--- src/rtl/fme_pkg.sv ---
package fme_pkg;

    parameter int DW = 16;
    localparam int LATENCY = 3;

    typedef logic [DW-1:0] word_t;

    typedef enum logic [1:0] {
        PRE_A    = 2'd0,
        PRE_SUM  = 2'd1,
        PRE_DIFF = 2'd2,
        PRE_D    = 2'd3
    } pre_e;

    typedef enum logic [2:0] {
        FN_ADD  = 3'd0,
        FN_SUB  = 3'd1,
        FN_PASS = 3'd2,
        FN_AND  = 3'd3,
        FN_OR   = 3'd4,
        FN_XOR  = 3'd5,
        FN_RSV6 = 3'd6,
        FN_RSV7 = 3'd7
    } fn_e;

    typedef struct packed {
        fn_e   fn;
        pre_e  pre;
        logic  b_imm;
        word_t imm;
    } cfg_t;

    localparam int CFG_W = $bits(cfg_t);

    typedef struct packed {
        logic  valid;
        word_t a;
        word_t d;
        word_t b;
        word_t c;
    } stg1_t;

    typedef struct packed {
        logic  valid;
        word_t prod;
        word_t z;
    } stg2_t;

    function automatic word_t pre_combine(pre_e m, word_t x, word_t y);
        word_t r;
        unique case (m)
            PRE_A:    r = x;
            PRE_SUM:  r = x + y;
            PRE_DIFF: r = x - y;
            default:  r = y;
        endcase
        return r;
    endfunction

    // Flat golden expression for checking, written without the stage split.
    function automatic word_t fme_eval(cfg_t k, word_t x, word_t y, word_t f, word_t z);
        word_t first;
        word_t p;
        first = (k.pre == PRE_D) ? y :
                (k.pre == PRE_A) ? x :
                (k.pre == PRE_SUM) ? word_t'(x + y) : word_t'(x - y);
        p = word_t'(first * (k.b_imm ? k.imm : f));
        if (k.fn == FN_ADD)  return word_t'(z + p);
        if (k.fn == FN_SUB)  return word_t'(z - p);
        if (k.fn == FN_PASS) return p;
        if (k.fn == FN_AND)  return z & p;
        if (k.fn == FN_OR)   return z | p;
        if (k.fn == FN_XOR)  return z ^ p;
        return '0;
    endfunction

endpackage

--- src/rtl/fme_operand_reg.sv ---
module fme_operand_reg
    import fme_pkg::*;
(
    input  logic  clk,
    input  logic  rst,
    input  logic  b_imm,
    input  word_t imm,
    input  logic  in_valid,
    input  word_t a,
    input  word_t d,
    input  word_t b,
    input  word_t c,
    output stg1_t q
);
    always_ff @(posedge clk) begin
        if (rst) begin
            q <= '0;
        end else begin
            q.valid <= in_valid;
            q.a     <= a;
            q.d     <= d;
            q.b     <= b_imm ? imm : b;
            q.c     <= c;
        end
    end
endmodule

--- src/rtl/fme_mul_reg.sv ---
module fme_mul_reg
    import fme_pkg::*;
(
    input  logic  clk,
    input  logic  rst,
    input  pre_e  pre,
    input  stg1_t s,
    output stg2_t q
);
    word_t factor;
    word_t prod_lo;

    always_comb begin
        factor  = pre_combine(pre, s.a, s.d);
        prod_lo = factor * s.b;
    end

    always_ff @(posedge clk) begin
        if (rst) begin
            q <= '0;
        end else begin
            q.valid <= s.valid;
            q.prod  <= prod_lo;
            q.z     <= s.c;
        end
    end
endmodule

--- src/rtl/fme_post_reg.sv ---
module fme_post_reg
    import fme_pkg::*;
(
    input  logic  clk,
    input  logic  rst,
    input  fn_e   fn,
    input  stg2_t s,
    output logic  out_valid,
    output word_t result
);
    word_t alu;

    always_comb begin
        unique case (fn)
            FN_ADD:  alu = s.z + s.prod;
            FN_SUB:  alu = s.z - s.prod;
            FN_PASS: alu = s.prod;
            FN_AND:  alu = s.z & s.prod;
            FN_OR:   alu = s.z | s.prod;
            FN_XOR:  alu = s.z ^ s.prod;
            default: alu = '0;
        endcase
    end

    always_ff @(posedge clk) begin
        if (rst) begin
            out_valid <= 1'b0;
            result    <= '0;
        end else begin
            out_valid <= s.valid;
            if (s.valid) result <= alu;
        end
    end
endmodule

--- src/rtl/fme_top.sv ---
module fme_top
    import fme_pkg::*;
(
    input  logic             clk,
    input  logic             rst,
    input  logic             cfg_we,
    input  logic [CFG_W-1:0] cfg_word,
    input  logic             in_valid,
    input  logic [DW-1:0]    a,
    input  logic [DW-1:0]    d,
    input  logic [DW-1:0]    b,
    input  logic [DW-1:0]    c,
    output logic             out_valid,
    output logic [DW-1:0]    result
);
    cfg_t  cfg_q;
    stg1_t s1;
    stg2_t s2;

    always_ff @(posedge clk) begin
        if (rst)         cfg_q <= '0;
        else if (cfg_we) cfg_q <= cfg_t'(cfg_word);
    end

    fme_operand_reg u_opnd (
        .clk(clk), .rst(rst), .b_imm(cfg_q.b_imm), .imm(cfg_q.imm),
        .in_valid(in_valid), .a(a), .d(d), .b(b), .c(c), .q(s1)
    );

    fme_mul_reg u_mul (
        .clk(clk), .rst(rst), .pre(cfg_q.pre), .s(s1), .q(s2)
    );

    fme_post_reg u_post (
        .clk(clk), .rst(rst), .fn(cfg_q.fn), .s(s2),
        .out_valid(out_valid), .result(result)
    );
endmodule

--- config.mk ---
export PLATFORM = sky130hd
export DESIGN_NAME = fme_top
export DESIGN_NICKNAME = d
export VERILOG_FILES = /design/src/rtl/fme_pkg.sv /design/src/rtl/fme_operand_reg.sv /design/src/rtl/fme_mul_reg.sv /design/src/rtl/fme_post_reg.sv /design/src/rtl/fme_top.sv
export SDC_FILE = /design/constraint.sdc
export NUM_CORES = 1
export LEC_CHECK = 0
export ABC_CLOCK_PERIOD_IN_PS = 11570
export BUFFER_PORTS_ARGS = -buffer_cell sky130_fd_sc_hd__buf_2
export CAP_MARGIN = 10
export CELL_PAD_IN_SITES_DETAIL_PLACEMENT = 1
export CELL_PAD_IN_SITES_GLOBAL_PLACEMENT = 2
export CORE_ASPECT_RATIO = 0.6
export CORE_MARGIN = 1.5
export CORE_UTILIZATION = 38
export CTS_CLUSTER_DIAMETER = 50
export CTS_CLUSTER_SIZE = 20
export DETAILED_ROUTE_END_ITERATION = 8
export PLACE_DENSITY = 0.8
export SKIP_LAST_GASP = 1
export SYNTH_ARGS = -nofsm -noshare
export SYNTH_HDL_FRONTEND = slang
export SYNTH_HIERARCHICAL = 1
export SYNTH_SLANG_ARGS = --single-unit
--- constraint.sdc ---
create_clock -name clk -period 11.57 [get_ports clk]
set_input_delay 1.7355 -clock clk [delete_from_list [all_inputs] [get_ports clk]]
set_output_delay 1.7355 -clock clk [all_outputs]
set_load 0.02 [all_outputs]
Yosys cells after proc, flatten, opt, wreduce, memory -nomap -nowiden
Index checks and enable logic that the tools add are counted.
W data, S select, Z words.
{ "word_totals": {"regBits": 137, "out_inout_bits": 17, "input_bits": 90, "elab_cells": 34} }
{ "classes": {"n_reduce_logical": 2, "eq_ne": 7, "n_bitwise": 3, "muxes": 3, "add_sub_neg": 4, "multipliers": 1} }
{ "ops": {"columns": ["op", "n"], "rows": [
  ["$pmux W16 S6", 1],
  ["$pmux W16 S3", 1],
  ["$add A16 B16 Y16", 2],
  ["$sub A16 B16 Y16", 2],
  ["$and A16 B16 Y16", 1],
  ["$mul A16 B16 Y16", 1],
  ["$mux W16", 1],
  ["$or A16 B16 Y16", 1],
  ["$xor A16 B16 Y16", 1],
  ["$eq A3 B2 Y1 const B", 2],
  ["$eq A3 B3 Y1 const B", 2],
  ["$eq A3 B1 Y1 const B", 1],
  ["$logic_not A3 Y1", 1],
  ["$eq A2 B1 Y1 const B", 1],
  ["$eq A2 B2 Y1 const B", 1],
  ["$logic_not A2 Y1", 1]
]} }

Logic depth before layout (Yosys ltp)
{ "logic_depth": {"depth_word": 3, "depth_mapped": 37, "depth_no_buf": 37} }

Hierarchy
The synthesis kept the hierarchy.
{ "by_module_without_submodules": {"columns": ["mod", "area_each_um2", "cells_each", "seq_area_each_um2", "n_inst"], "rows": [
  ["fme_mul_reg", 6147.1, 723, 660.6, 1],
  ["fme_post_reg", 2792.7, 374, 340.3, 1],
  ["fme_operand_reg", 1893.1, 155, 1301.2, 1],
  ["fme_top", 802.0, 71, 440.4, 1]
]} }

Worst setup path before layout
Ideal clock, no wire load.
{ "synth_timing": {"path_type": "reg-to-reg", "startpoint": "reg cfg_q[17] (netlist name)", "endpoint": "reg u_mul/q[31] (netlist name)", "synth_period_minus_slack_ns": 8.570, "setup_time_ns": 0.065, "t_required_ns": 11.505, "n_path_buf": 1, "setup_slack_ns": 3.000, "arrival_ns": 8.505, "stages_incl_launch_ff": 34, "cell_sequence": "dfxtp_1 > inv_1 > ha_1 > clkbuf_1 > a21oi_1 > xnor2_1 > ha_1 > a211o_1 > or3_1 > nor3_1 > o31ai_1 > a311oi_1 > xor2_1 > o221ai_1 > nand2_1 > fa_1 > fa_1 > inv_1 > fa_1 > fa_1 > inv_1 > fa_1 > fa_1 > xor2_1 > xnor2_1 > xnor2_1 > xnor2_1 > xnor3_1 > xor3_1 > xnor3_1 > xnor3_2 > xor3_1 > xnor3_1 > nor2_1"} }
{ "synth_via": {"elab_chain_len": 3, "elab_cells_between_ends": 5, "cone_classes": "mul: 1; eq/ne: 2; mux: 1; reduce/logical: 1"} }
{ "synth_lines": {"columns": ["element", "line", "source"], "rows": [
  ["from (decl)", "fme_top.sv:16", "cfg_t cfg_q;"],
  ["from (signal assigned)", "fme_top.sv:22", "else if (cfg_we) cfg_q <= cfg_t'(cfg_word);"],
  ["$eq A2 B2 Y1, or another cell as far along", "fme_pkg.sv:51", "unique case (m)"],
  ["$pmux W16 S3 (*)", "fme_pkg.sv:51", null],
  ["$mul A16 B16 Y16 (*)", "fme_mul_reg.sv:15", "prod_lo = factor * s.b;"],
  ["to (decl)", "fme_mul_reg.sv:8", "output stg2_t q"]
]} }
Mark *: on every way between the ends. The rest lies on a longest branch, timed or not.
A chain may end at the register's enable or synchronous reset.

Worst setup path in the final report
Same ends and word-level chain as after synthesis.

==> Flow_metrics.wiki <==
{| class="wikitable"
! Metric !! Value
|-
| Start-to-end type of the worst setup path || flip-flop to flip-flop
|-
| Setup slack of the critical path after layout || 1820 ps
|-
| Max Cap Violations || 0
|-
| Cell with the most instances on the worst path || sky130_fd_sc_hd__inv_1
|-
| Area used by sequential logic in the layout || 2740 um^2
|-
| Horiz. Die Dim || 229 um
|-
| GPL Wtd Cong || 0.875
|-
| Number of antenna violations at the first check in global routing || 2
|-
| Cell taking the most area after synthesis || sky130_fd_sc_hd__dfxtp_1
|-
| Worst Max-Slew Pin Slew || 1100 ps
|-
| Leakage component of the power || 5.92 nW
|-
| Synthesized net count || 1611
|-
| Library cell with the highest instance count after synthesis || sky130_fd_sc_hd__inv_1
|-
| Most common library cells after synthesis || 166 x sky130_fd_sc_hd__inv_1, 137 x sky130_fd_sc_hd__dfxtp_1, 116 x sky130_fd_sc_hd__ha_1, 113 x sky130_fd_sc_hd__nand2_1, 100 x sky130_fd_sc_hd__nor2_1
|-
| Final Hold Viols || 0
|-
| Clk_skew || 13.7 ps
|-
| Share of post-route cells with drive strength above 1 || between 10% and 20%
|-
| Average routed wire per standard cell || between 15 and 20 um
|-
| Total global-route track usage || 22.5%
|-
| Crit path required time || 11950 ps
|-
| Origin of the worst setup path || cfg_q[17]
|-
| Core outline area || 30000 um^2
|-
| DRC viols || 0
|-
| Area taken by multi-input logic gates || 7980 um^2
|-
| Number of optimization iterations in the first detailed-route pass || 5
|-
| Share of the core filled with cells || about 44%
|-
| Routed vias || 9303
|-
| Max transition margin || a little over a quarter
|-
| Skew-Pair Late Insertion Delay || 440 ps
|-
| Post_cts resized || 0
|-
| Hold depth || 1
|-
| Synth Flop Type || sky130_fd_sc_hd__dfxtp_1
|-
| Part of the Yosys area used for sequential elements || 23.6%
|-
| Post-Syn Area per Cell || 8.79 um^2
|-
| Worst setup SP type || flip-flop
|-
| Launch instance of the worst min-delay path || u_opnd/q[5]
|-
| Largest vdd supply drop || 0.118 mV
|-
| Total congestion overflow || 0
|-
| Top-Level Pins || approximately 110
|-
| CTS Sinks || approximately 140
|-
| Largest fanout on the critical path || 15
|-
| Netlist cell types || between 70 and 80
|-
| DRT iter0 DRCs || 532
|-
| Syn Std Cell Area || 11600 um^2
|-
| Clock tree from TritonCTS || yes
|-
| Count of flip-flops with a built-in enable after synthesis || 0
|-
| Critical path capture point type || flip-flop
|-
| Initial Utilization || 38.7%
|-
| Pwr per Cell Area || 169 nW/um^2
|-
| Cell family with most CP delay || adder cells
|-
| Root Buffer Master || sky130_fd_sc_hd__clkbuf_16
|-
| Largest stage delay on the critical path || 900 ps
|-
| Die area || 31700 um^2
|-
| WP buf/inv || 6
|-
| Clock tree buffer depth || 2
|-
| Maximum level of the CTS H-tree || 4
|-
| Number of CTS-inserted buffers || 17
|-
| FF-to-FF Start || cfg_q[17]
|-
| Timing-limited maximum frequency || ~100 MHz
|-
| WP data arrival || a little over 10000 ps
|-
| Period utilisation layout || 84.3%
|-
| Number of buffers inserted to repair setup after CTS || 0
|-
| Number of nets with antenna violations after detailed routing || 0
|-
| Number of setup violations in the final report || 0
|-
| Seq cells post-synth || 137
|-
| WP depth || 31
|-
| Async SR Flop Fraction || 0%
|-
| Global-route wire length before repair || 54.9 mm
|-
| Placed insts || 1795
|-
| Worst slack at placement || 1970 ps
|-
| Clock-pin transition on the worst setup and hold timing paths || 70 ps
|-
| Largest net degree at the start of global routing || 71
|-
| Post-route setup TNS || 0 ps
|-
| Number of buffers inserted by hold repair at cts || 0
|-
| Portion of synthesized cell area occupied by the leading cell type || between 20% and 30%
|-
| Via density per instance || 5.09
|-
| Worst min-delay path class || flip-flop to flip-flop
|-
| Final Non-Filler Cells || 1829
|-
| Row cnt || 49
|-
| Post-route minimum period || 9750 ps
|-
| Number of standard cells after synthesis || 1323
|-
| Area added between synthesis and finish || 12.5%
|-
| Worst path slowest cell || sky130_fd_sc_hd__a32oi_1
|-
| Cell area after layout || 13100 um^2
|-
| Die H || 139 um
|-
| Vias in the first global route || 9695
|-
| Total count of max-transition violations in the final report || 0
|-
| Outcome || completed
|-
| Fill cell instance count of the final layout || roughly 3600
|-
| Yosys warning count || 6
|-
| Dominant cells by area after synthesis || sky130_fd_sc_hd__dfxtp_1 24%, sky130_fd_sc_hd__fa_1 14%, sky130_fd_sc_hd__ha_1 12%
|-
| Setup repair after global routing missed its margin || no
|-
| Number of port buffers || 106
|-
| Reg2Reg Depth || 31
|-
| Sum of net half-perimeters after detailed placement || between 20 and 30 mm
|-
| Final wirelength || 34.8 mm
|-
| Final-stage net count || 1694
|-
| Placed Instance Area || 12500 um^2
|}
path summary, 6_finish.rpt:
kind                 endpoint  slack, ps
setup / recovery  u_mul/q[31]       1820
hold / removal     u_mul/q[5]        440
setup reg to reg  u_mul/q[31]       1820
hold reg to reg    u_mul/q[5]        440
per-layer routing:
metal,global-route usage [%],wire length [um],vias to the layer above
li1,-,-,4494
met1,36.3,19400,4567
met2,30.1,13100,223
met3,4.75,2050,19
met4,4.26,268,0
met5,0,0,-
power by group:
part | switching (mW) | leakage, nW | internal (mW)
Clock | 0.242 | 0.290 | 0.334
Combinational | 0.594 | 4.50 | 0.469
Sequential | 0.0552 | 1.13 | 0.516
layout make-up:
| cell class | count | share of cell area, % |
|---|---|---|
| flip-flops and latches | 137 | 21.0 |
| well taps | 408 | 3.90 |
| inverters | 167 | 4.79 |
| multi-input cells | 965 | 60.9 |
| repair buffers | 118 | 4.76 |
| clock buffers | 19 | 3.46 |
| clock inverters | 13 | 1.19 |
| diodes | 2 | 0.0382 |
cell families after synthesis:
logic type	Yosys count	share of synthesized area, %
buffers and inverters	221	7.99
adders and majority gates	198	26.6
xor gates and xnor gates	74	6.46
AOI/OAI and AO/OA	210	12.2
muxes	55	4.75
DFF	137	23.6
and+or+nand+nor	428	18.5
stage by stage:
step | total power, mW | hold slack (ps)
after floorplan | 1.36 | 414
after global placement | 1.60 | 423
after detailed placement | 1.63 | 425
after CTS | 2.22 | 440
after global routing | 2.38 | 459
final | 2.21 | 440
sequential cells by signal, indices dropped and copies added, names as in the netlist:
| register | flops |
|---|---|
| u_opnd/q | 65 |
| u_mul/q | 33 |
| cfg_q | 22 |
| u_post/result | 16 |
| u_post/out_valid | 1 |
cell usage in the layout, fill, tap and decap left out, drive strengths merged, types with 11 or more instances in the layout:
| cell | netlist | routed |
|---|---|---|
| inv | 166 | 172 |
| dfxtp | 137 | 137 |
| buf | 26 | 118 |
| ha | 116 | 116 |
| nand2 | 113 | 113 |
| nor2 | 100 | 100 |
| nor2b | 90 | 90 |
| fa | 82 | 82 |
| and2 | 62 | 62 |
| mux2i | 53 | 53 |
| xnor2 | 52 | 52 |
| a21oi | 52 | 52 |
| o21ai | 44 | 44 |
| clkbuf | 28 | 19 |
| xor2 | 15 | 15 |
| nand2b | 15 | 15 |
| nor3 | 13 | 13 |
| a22oi | 12 | 12 |
| o21bai | 12 | 12 |
| o21a | 11 | 11 |
| nand3 | 11 | 11 |
No activity file was read; power rests on OpenSTA's default activity.
